<file path="src/rtl/nad_pkg.sv">
package nad_pkg;
    localparam int SYM_W = 5;
    localparam int NIB_W = 4;

    localparam logic [SYM_W-1:0] SYM_J    = 5'b11000;
    localparam logic [SYM_W-1:0] SYM_K    = 5'b10001;
    localparam logic [SYM_W-1:0] SYM_T    = 5'b01101;
    localparam logic [SYM_W-1:0] SYM_R    = 5'b00111;
    localparam logic [SYM_W-1:0] SYM_IDLE = 5'b11111;

    localparam logic [NIB_W-1:0] NIB_PRE  = 4'b0101;
    localparam logic [NIB_W-1:0] NIB_BAD  = 4'b1110;

    typedef enum logic [1:0] {
        ST_HUNT  = 2'd0,
        ST_SSD   = 2'd1,
        ST_FRAME = 2'd2,
        ST_BAD   = 2'd3
    } nad_state_e;
endpackage

</file>
<file path="src/rtl/nad_window.sv">
// Sliding bit window plus a saturating run counter of consecutive ones.
module nad_window #(
    parameter int WIN_W   = 10,
    parameter int RUN_MAX = 10,
    localparam int RUN_W  = $clog2(RUN_MAX + 1)
) (
    input  logic             clk,
    input  logic             rst_n,
    input  logic             bit_in,
    output logic [WIN_W-1:0] win_nxt,
    output logic [RUN_W-1:0] run_q,
    output logic [RUN_W-1:0] run_nxt
);
    logic [WIN_W-1:0] win_q;

    always_comb begin
        win_nxt = {win_q[WIN_W-2:0], bit_in};
        if (!bit_in)
            run_nxt = '0;
        else if (run_q == RUN_W'(RUN_MAX))
            run_nxt = run_q;
        else
            run_nxt = run_q + RUN_W'(1);
    end

    always_ff @(posedge clk or negedge rst_n) begin
        if (!rst_n) begin
            win_q <= '0;
            run_q <= '0;
        end else begin
            win_q <= win_nxt;
            run_q <= run_nxt;
        end
    end
endmodule

</file>
<file path="src/rtl/nad_sym_dec.sv">
// Classifies a pending code-group together with the group that follows it.
module nad_sym_dec
    import nad_pkg::*;
(
    input  logic [SYM_W-1:0] pend,
    input  logic [SYM_W-1:0] nxt,
    output logic             pend_is_data,
    output logic [NIB_W-1:0] pend_nib,
    output logic             end_pair
);
    always_comb begin
        pend_is_data = 1'b1;
        unique case (pend)
            5'b11110: pend_nib = 4'h0;
            5'b01001: pend_nib = 4'h1;
            5'b10100: pend_nib = 4'h2;
            5'b10101: pend_nib = 4'h3;
            5'b01010: pend_nib = 4'h4;
            5'b01011: pend_nib = 4'h5;
            5'b01110: pend_nib = 4'h6;
            5'b01111: pend_nib = 4'h7;
            5'b10010: pend_nib = 4'h8;
            5'b10011: pend_nib = 4'h9;
            5'b10110: pend_nib = 4'hA;
            5'b10111: pend_nib = 4'hB;
            5'b11010: pend_nib = 4'hC;
            5'b11011: pend_nib = 4'hD;
            5'b11100: pend_nib = 4'hE;
            5'b11101: pend_nib = 4'hF;
            default: begin
                pend_nib     = 4'h0;
                pend_is_data = 1'b0;
            end
        endcase
        end_pair = ((pend == SYM_T) && (nxt == SYM_R)) ||
                   ((pend == SYM_IDLE) && (nxt == SYM_IDLE));
    end
endmodule

</file>
<file path="src/rtl/nib_align_dec.sv">
module nib_align_dec
    import nad_pkg::*;
#(
    parameter int IDLE_MIN_SYMS  = 1,
    parameter int EXIT_IDLE_SYMS = 2
) (
    input  logic             clk,
    input  logic             rst_n,
    input  logic             bit_in,
    input  logic             sym_bypass,
    output logic [NIB_W-1:0] rxd,
    output logic             rxdv,
    output logic             rxer,
    output logic             crs,
    output logic             nib_stb
);
    localparam int WIN_W    = 2 * SYM_W;
    localparam int IDLE_RUN = IDLE_MIN_SYMS * SYM_W;
    localparam int EXIT_RUN = EXIT_IDLE_SYMS * SYM_W;
    localparam int RUN_MAX  = (EXIT_RUN > IDLE_RUN) ? EXIT_RUN : IDLE_RUN;
    localparam int RUN_W    = $clog2(RUN_MAX + 1);
    localparam int CNT_W    = $clog2(WIN_W);
    // the first 0 of J is its third bit
    localparam int J_ZERO_POS = 3;

    typedef struct packed {
        nad_state_e       state;
        logic [CNT_W-1:0] cnt;
        logic [SYM_W-1:0] pend;
        logic             pfirst;
        logic [NIB_W-1:0] rxd;
        logic             rxdv;
        logic             rxer;
        logic             crs;
        logic             stb;
    } nad_regs_t;

    nad_regs_t r_d, r_q;

    logic [WIN_W-1:0] win_nxt;
    logic [RUN_W-1:0] run_q, run_nxt;
    logic             pend_is_data;
    logic [NIB_W-1:0] pend_nib;
    logic             end_pair;

    nad_window #(
        .WIN_W   (WIN_W),
        .RUN_MAX (RUN_MAX)
    ) window_i (
        .clk     (clk),
        .rst_n   (rst_n),
        .bit_in  (bit_in),
        .win_nxt (win_nxt),
        .run_q   (run_q),
        .run_nxt (run_nxt)
    );

    nad_sym_dec dec_i (
        .pend         (r_q.pend),
        .nxt          (win_nxt[SYM_W-1:0]),
        .pend_is_data (pend_is_data),
        .pend_nib     (pend_nib),
        .end_pair     (end_pair)
    );

    always_comb begin
        r_d     = r_q;
        r_d.stb = 1'b0;
        unique case (r_q.state)
            ST_HUNT: begin
                r_d.rxd  = '0;
                r_d.rxdv = 1'b0;
                r_d.rxer = 1'b0;
                r_d.crs  = 1'b0;
                if (!bit_in && (run_q >= RUN_W'(IDLE_RUN))) begin
                    r_d.state = ST_SSD;
                    r_d.cnt   = CNT_W'(J_ZERO_POS);
                    r_d.crs   = 1'b1;
                end
            end
            ST_SSD: begin
                if (r_q.cnt == CNT_W'(WIN_W - 1)) begin
                    r_d.cnt = '0;
                    if (win_nxt == {SYM_J, SYM_K}) begin
                        r_d.state  = ST_FRAME;
                        r_d.pend   = SYM_K;
                        r_d.pfirst = 1'b1;
                        r_d.stb    = 1'b1;
                        r_d.rxdv   = 1'b1;
                        if (sym_bypass) begin
                            r_d.rxd  = SYM_J[NIB_W-1:0];
                            r_d.rxer = SYM_J[SYM_W-1];
                        end else begin
                            r_d.rxd  = NIB_PRE;
                            r_d.rxer = 1'b0;
                        end
                    end else begin
                        r_d.state = ST_BAD;
                        r_d.rxd   = NIB_BAD;
                        r_d.rxer  = 1'b1;
                        r_d.rxdv  = 1'b0;
                    end
                end else begin
                    r_d.cnt = r_q.cnt + CNT_W'(1);
                end
            end
            ST_FRAME: begin
                if (r_q.cnt == CNT_W'(SYM_W - 1)) begin
                    r_d.cnt    = '0;
                    r_d.stb    = 1'b1;
                    r_d.pend   = win_nxt[SYM_W-1:0];
                    r_d.pfirst = 1'b0;
                    if (end_pair) begin
                        r_d.state = ST_HUNT;
                        r_d.rxd   = '0;
                        r_d.rxdv  = 1'b0;
                        r_d.rxer  = 1'b0;
                        r_d.crs   = 1'b0;
                    end else begin
                        r_d.rxdv = 1'b1;
                        if (sym_bypass) begin
                            r_d.rxd  = r_q.pend[NIB_W-1:0];
                            r_d.rxer = r_q.pend[SYM_W-1];
                        end else if (r_q.pfirst) begin
                            r_d.rxd  = NIB_PRE;
                            r_d.rxer = 1'b0;
                        end else begin
                            r_d.rxd  = pend_nib;
                            r_d.rxer = !pend_is_data;
                        end
                    end
                end else begin
                    r_d.cnt = r_q.cnt + CNT_W'(1);
                end
            end
            ST_BAD: begin
                if (run_nxt >= RUN_W'(EXIT_RUN)) begin
                    r_d.state = ST_HUNT;
                    r_d.rxd   = '0;
                    r_d.rxer  = 1'b0;
                    r_d.crs   = 1'b0;
                end
            end
            default: r_d.state = ST_HUNT;
        endcase
    end

    always_ff @(posedge clk or negedge rst_n) begin
        if (!rst_n) begin
            r_q.state  <= ST_HUNT;
            r_q.cnt    <= '0;
            r_q.pend   <= '0;
            r_q.pfirst <= 1'b0;
            r_q.rxd    <= '0;
            r_q.rxdv   <= 1'b0;
            r_q.rxer   <= 1'b0;
            r_q.crs    <= 1'b0;
            r_q.stb    <= 1'b0;
        end else begin
            r_q <= r_d;
        end
    end

    assign rxd     = r_q.rxd;
    assign rxdv    = r_q.rxdv;
    assign rxer    = r_q.rxer;
    assign crs     = r_q.crs;
    assign nib_stb = r_q.stb;
endmodule

</file>
<file path="config.mk">
export PLATFORM = sky130hd
export DESIGN_NAME = nib_align_dec
export DESIGN_NICKNAME = d
export VERILOG_FILES = /design/src/rtl/nad_pkg.sv /design/src/rtl/nad_window.sv /design/src/rtl/nad_sym_dec.sv /design/src/rtl/nib_align_dec.sv
export SDC_FILE = /design/constraint.sdc
export NUM_CORES = 1
export LEC_CHECK = 0
export BUFFER_PORTS_ARGS = -buffer_cell sky130_fd_sc_hd__buf_2
export CORE_ASPECT_RATIO = 1.75
export CORE_MARGIN = 3
export CORE_UTILIZATION = 55
export DETAILED_ROUTE_END_ITERATION = 7
export GPL_ROUTABILITY_DRIVEN = 0
export PLACE_DENSITY = 0.78
export SLEW_MARGIN = 0
export SYNTH_ARGS = -nofsm -noshare
export SYNTH_HDL_FRONTEND = slang
export SYNTH_SLANG_ARGS = --single-unit
</file>
<file path="constraint.sdc">
create_clock -name clk -period 2.5 [get_ports clk]
set_clock_uncertainty 0.05 [all_clocks]
set_input_delay 0.125 -clock clk [delete_from_list [all_inputs] [get_ports clk]]
set_output_delay 0.125 -clock clk [all_outputs]
set_load 0.1 [all_outputs]
</file>
* Yosys cells after proc, flatten, opt, wreduce, memory -nomap -nowiden *
Cells that the tools add are included.

cells by class
  add/subtract/negate cells = 2
  order comparisons = 2
  eq/ne operators = 33
  mux-type cells = 36
  reduce and logical (&&, ||, !) cells = 17

operator list
  cell                  count
  $eq 5x5->1 const B    13
  $pmux 4 s15           1
  $mux 4                8
  $eq 5x4->1 const B    6
  $mux 6                4
  $pmux 4 s4            1
  $reduce_or 16->1      1
  $mux 14               1
  $mux 12               1
  $pmux 4 s3            1
  $pmux 6 s2            1
  $eq 10x10->1 const B  1
  $ne 2x2->1 const B    5
  $mux 1                9
  $add 4x1->4 const B   2
  $eq 4x4->1 const B    2
  $mux 2                4
  $pmux 2 s4            1
  $reduce_and 4->1      2
  $pmux 1 s3            2
  $reduce_and 3->1      2
  $reduce_bool 3->1     2
  $eq 5x3->1 const B    1
  $reduce_and 5->1      1
  other kinds (14)      18

storage, ports and cells
  register bits after elaboration = 33
  bits of input ports = 4
  output and inout port bits = 8

* Depth between registers and ports, before layout *
  depth after elaboration = 9
  depth in mapped cells = 8
  mapped depth without buffers = 7

* Cells and area by module *
Synthesis repeated with hierarchy kept, for this count alone.

unflattened totals
  cell total of the unflattened synthesis = 188
  area, all modules = 1911.8 µm²

modules (own cells, without submodules)
  module         times used  cells each  area each (µm²)  sequential area each (µm²)
  nib_align_dec  1           135         1323.8           500.5
  nad_window     1           28          430.4            325.3
  nad_sym_dec    1           25          157.7            0.0

* Worst setup path before layout *
No wires, ideal clock.

  path kind = register to register
  from = reg r_q[18] in the netlist's numbering
  to = reg r_q[19] in the netlist's numbering
  setup time = 0.125 ns
  data arrival time = 1.870 ns
  setup slack = 0.455 ns
  cell stages (with the launch flop) = 8
  buffers on the path = 0
  clock period less this slack = 2.045 ns
  path through = dfrtp_1 > inv_1 > ha_1 > nor4bb_1 > nor3_2 > a221oi_1 > nand3_2 > mux2_4

between the ends
  word-level cells in the longest chain between the ends = 3
  elaborated cells between the ends (all ways) = 11
  those cells by class = eq/ne (8); mux (1); reduce/logical (2)

ends and longest elaborated chain
  item                                                       RTL line              source
  start: declaration                                         nib_align_dec.sv:38   nad_regs_t r_d, r_q;
  start signal: assignment                                   nib_align_dec.sv:160  r_q <= r_d;
  $eq 2x2->1, or another cell as far along                   nib_align_dec.sv:69   unique case (r_q.state)
  $ne 2x1->1 (no line) / $ne 2x2->1 (equally long branches)  n/a
  $reduce_and 5->1 (no line)                                 n/a

Several ways; a longest one is shown, not always the timed one.
A chain may end at the register's enable or synchronous reset.

* Worst setup path after layout *
Ends and elaborated chain as after synthesis.

==> impl_metrics.toml <==
[global_routing]
grt_pass1_wl_um = 7140
grt_overflow = 0
grt_max_degree = 34
grt_util_all_layers = 0.217
antenna_found_initial = 0
grt_pass1_vias = 1594

[layout]
multiInputGateArea_um2 = 991
nFillCells = 294
drive_gt1_frac = 0.142
seq_area_um2 = 826
n_antenna_cell = 0
area_delta_synth_final_pct = 10.1
nNetsFinal = 225

[timing]
period_needed_ns = 2.32
tightestPinTransition_ns = 0.719
final_max_slew_viol_count = 0
grt_setup_unrepaired = "no"
hold_viol_final = 0
slew_headroom = 0.521
finalCritPeriodShare = 0.927
setup_tns_ns = 0
layout_setup_ws_ns = 0.182
fmaxAchievable_mhz = 431
finalSetupViolations = 0

[power_and_ir_drop]
p_per_area_nw_per_um2 = 1290
p_leak_nw = 0.914
peakVddDrop_mv = 0.981

[detailed_routing]
wl_um = 4040
vias = 1540
dr.pass1.iters = 5
vias_per_cell = 6.06
route.detailed.drc = 0
drt-initial-drc-count = 46
detail-route-antenna-nets = 0
wl_per_cell_um = 15.9

[logic_synthesis]
synth_simple_gate_area_frac = 0.202
netlist_instances = 199
synth_seq_cells = 33
synth_fa_ha_area_frac = 0.0711
synth_compound_area_frac = 0.180
synth-xor-area-share = 0.00905
netlist_top_cells_area = "dfrtp_1, ha_1, mux2i_1"
synthesis.area_um2 = 1940
synthFlopType = "dfrtp_1"
synth.distinct_cells = 57
seq_area_frac_synth = 0.427
syn_area_per_cell_um2 = 9.73
synth_async_sr_flop_share = 1.00
yosysWarnings = 0
synthMuxAreaShare = 0.0498
synth_top_family_by_area = "simple AND/OR/NAND/NOR gates"
synth_nets = 214
synth_largest_area_cell = "dfrtp_1"
synth_edf_count = 0
synth.top_cell.area_share = 0.427

[worst_setup_path]
arrival_ns = 2.44
setup.worst_path.start_class = "register"
rrSetupSlack_ns = 0.18
rr_endpoint = "r_q[19]"
worstPathRequired_ns = 2.62
crit_fanout = 9
crit-reg2reg-launch = "r_q[18]"
cp-end-kind = "register"
crit_type = "reg2reg"
critical_path.endpoint = "r_q[19]"
crit_start = "r_q[18]"
r2r_cells = 7

[clocking]
post_cts_buffers = 0
cts_buffers = 5
clk_pin_slew_ns = 0.07
cts.sinks = 33
h-tree-depth = 2
cts_tree = "yes"
cts_resized = 0
insertion_delay_ns = 0.28
clockBufferDepth = 2
cts-root-buf = "clkbuf_8"

[die]
ioPinCount = 12
die_y_um = 84.5
placementRows = 27
core_area_um2 = 3280
die_x_um = 50.8
die_area_um2 = 4300
start_util = 0.591

[placement]
dp_hpwl_um = 3010
pre_cts_ws_ns = 0.200
port_buffers = 11

[worst_hold_path]
hp-class = "in2reg"

[outcome]
status = "complete, no violations"

[job]
drv_cap = 0
==> per-layer routing <==
| metal | vias to the layer above | wire, um | GRT usage |
|---|---|---|---|
| li1 | 721 | - | - |
| met1 | 771 | 1560 | 0.228 |
| met2 | 33 | 2220 | 0.386 |
| met3 | 15 | 121 | 0.0533 |
| met4 | 0 | 136 | 0.113 |
| met5 | - | 0 | 0 |
==> synthesized netlist by cell type, types with 2 or more instances <==
cell	instances
a21oi_1	10
a31oi_1	4
and2_1	5
buf_4	4
clkbuf_1	5
dfrtp_1	33
ha_1	11
inv_1	13
mux2i_1	7
nand2_1	14
nand2b_1	3
nand3_1	6
nand4_1	3
nor2_1	13
nor2b_1	9
nor3_1	2
nor4b_1	2
o211ai_1	2
o21a_1	2
o21ai_0	10
o21bai_1	2
o22a_1	2
o2bb2ai_1	2
o31ai_1	2
==> sequential cells by signal (all words and copies together) (netlist names) <==
signal          flops
r_q                12
window_i.win_q      9
rxd                 4
window_i.run_q      4
crs                 1
nib_stb             1
rxdv                1
rxer                1
==> how the worst min path moves through the flow <==
| stage | from | end | slack (ns) | cells after the start |
|---|---|---|---|---|
| after CTS | bit_in | window_i.win_q[0] | 0.008 | 1 |
| after global routing | bit_in | window_i.win_q[0] | 0.02 | 1 |
| final | bit_in | window_i.win_q[0] | 0.01 | 1 |
| after floorplan | rst_n | crs | -0.22 | 0 |
| after global placement | rst_n | window_i.win_q[2] | 0.16 | 1 |
| after detailed placement | rst_n | window_i.win_q[2] | 0.17 | 1 |
==> through the flow <==
step | cell area [um^2] | instances | hold WS, ns | util | power, W
after CTS | 2130 | 254 | 0.00818 | 0.650 | 0.00277
after detailed placement | 2000 | 245 | 0.170 | 0.612 | 0.00225
after global placement | 2000 | 245 | 0.162 | 0.612 | 0.00218
after global routing | 2130 | 254 | 0.0169 | 0.650 | 0.00295
final | 2130 | 254 | 0.0144 | 0.650 | 0.00275
after floorplan | 1940 | 199 | -0.221 | - | 0.00199
==> where the power goes <==
part / internal (W) / leakage, nW / switching [W]
sequential: 0.000681 / 0.402 / 0.000175
combinational: 0.000480 / 0.454 / 0.000902
clock: 0.000325 / 0.0585 / 0.000190
total: 0.00149 / 0.914 / 0.00127
==> area by class of cell <==
class,count,share of cell area
multi-input cells,141,0.465
flip-flops and latches,33,0.388
repair buffers,16,0.0446
clock buffers,7,0.0405
well taps,43,0.0252
inverters,13,0.0229
clock inverters,1,0.0141
==> critical path, stage by stage, from the launching register on <==
cell and delay, ns:
dfrtp_1 0.39, inv_1 0.09, ha_1 0.30, nor4bb_1 0.34, nor3_2 0.13, a221oi_1 0.41, nand3_2 0.17, mux2_4 0.33
==> repair_timing <==
item / in CTS / in global routing
endpoints found under the hold margin: 33 / 0
hold buffers: 1 / 0
setup endpoints to repair: 0 / 0
==> cell families (layout without fill, tap and decap cells) <==
family          Yosys count  after routing
compound gates           50             50
xor+xnor                  2              2
fa+ha+maj                11             11
buf+inv                  25             37
flops                    33             33
mux                       9              9
simple gates             69             69
==> placed cells by master, fill, tap and decap left out, types with 4 or more instances in the layout <==
cell	netlist	final
a21oi_1	10	10
a31oi_1	4	4
and2_1	5	5
buf_2	1	11
buf_4	4	4
clkbuf_8	0	6
dfrtp_1	33	33
ha_1	11	11
inv_1	13	13
mux2i_1	7	7
nand2_1	14	14
nand3_1	6	6
nor2_1	13	13
nor2b_1	9	9
o21ai_0	10	10
Note: power is estimated with default switching activity, not from simulation.
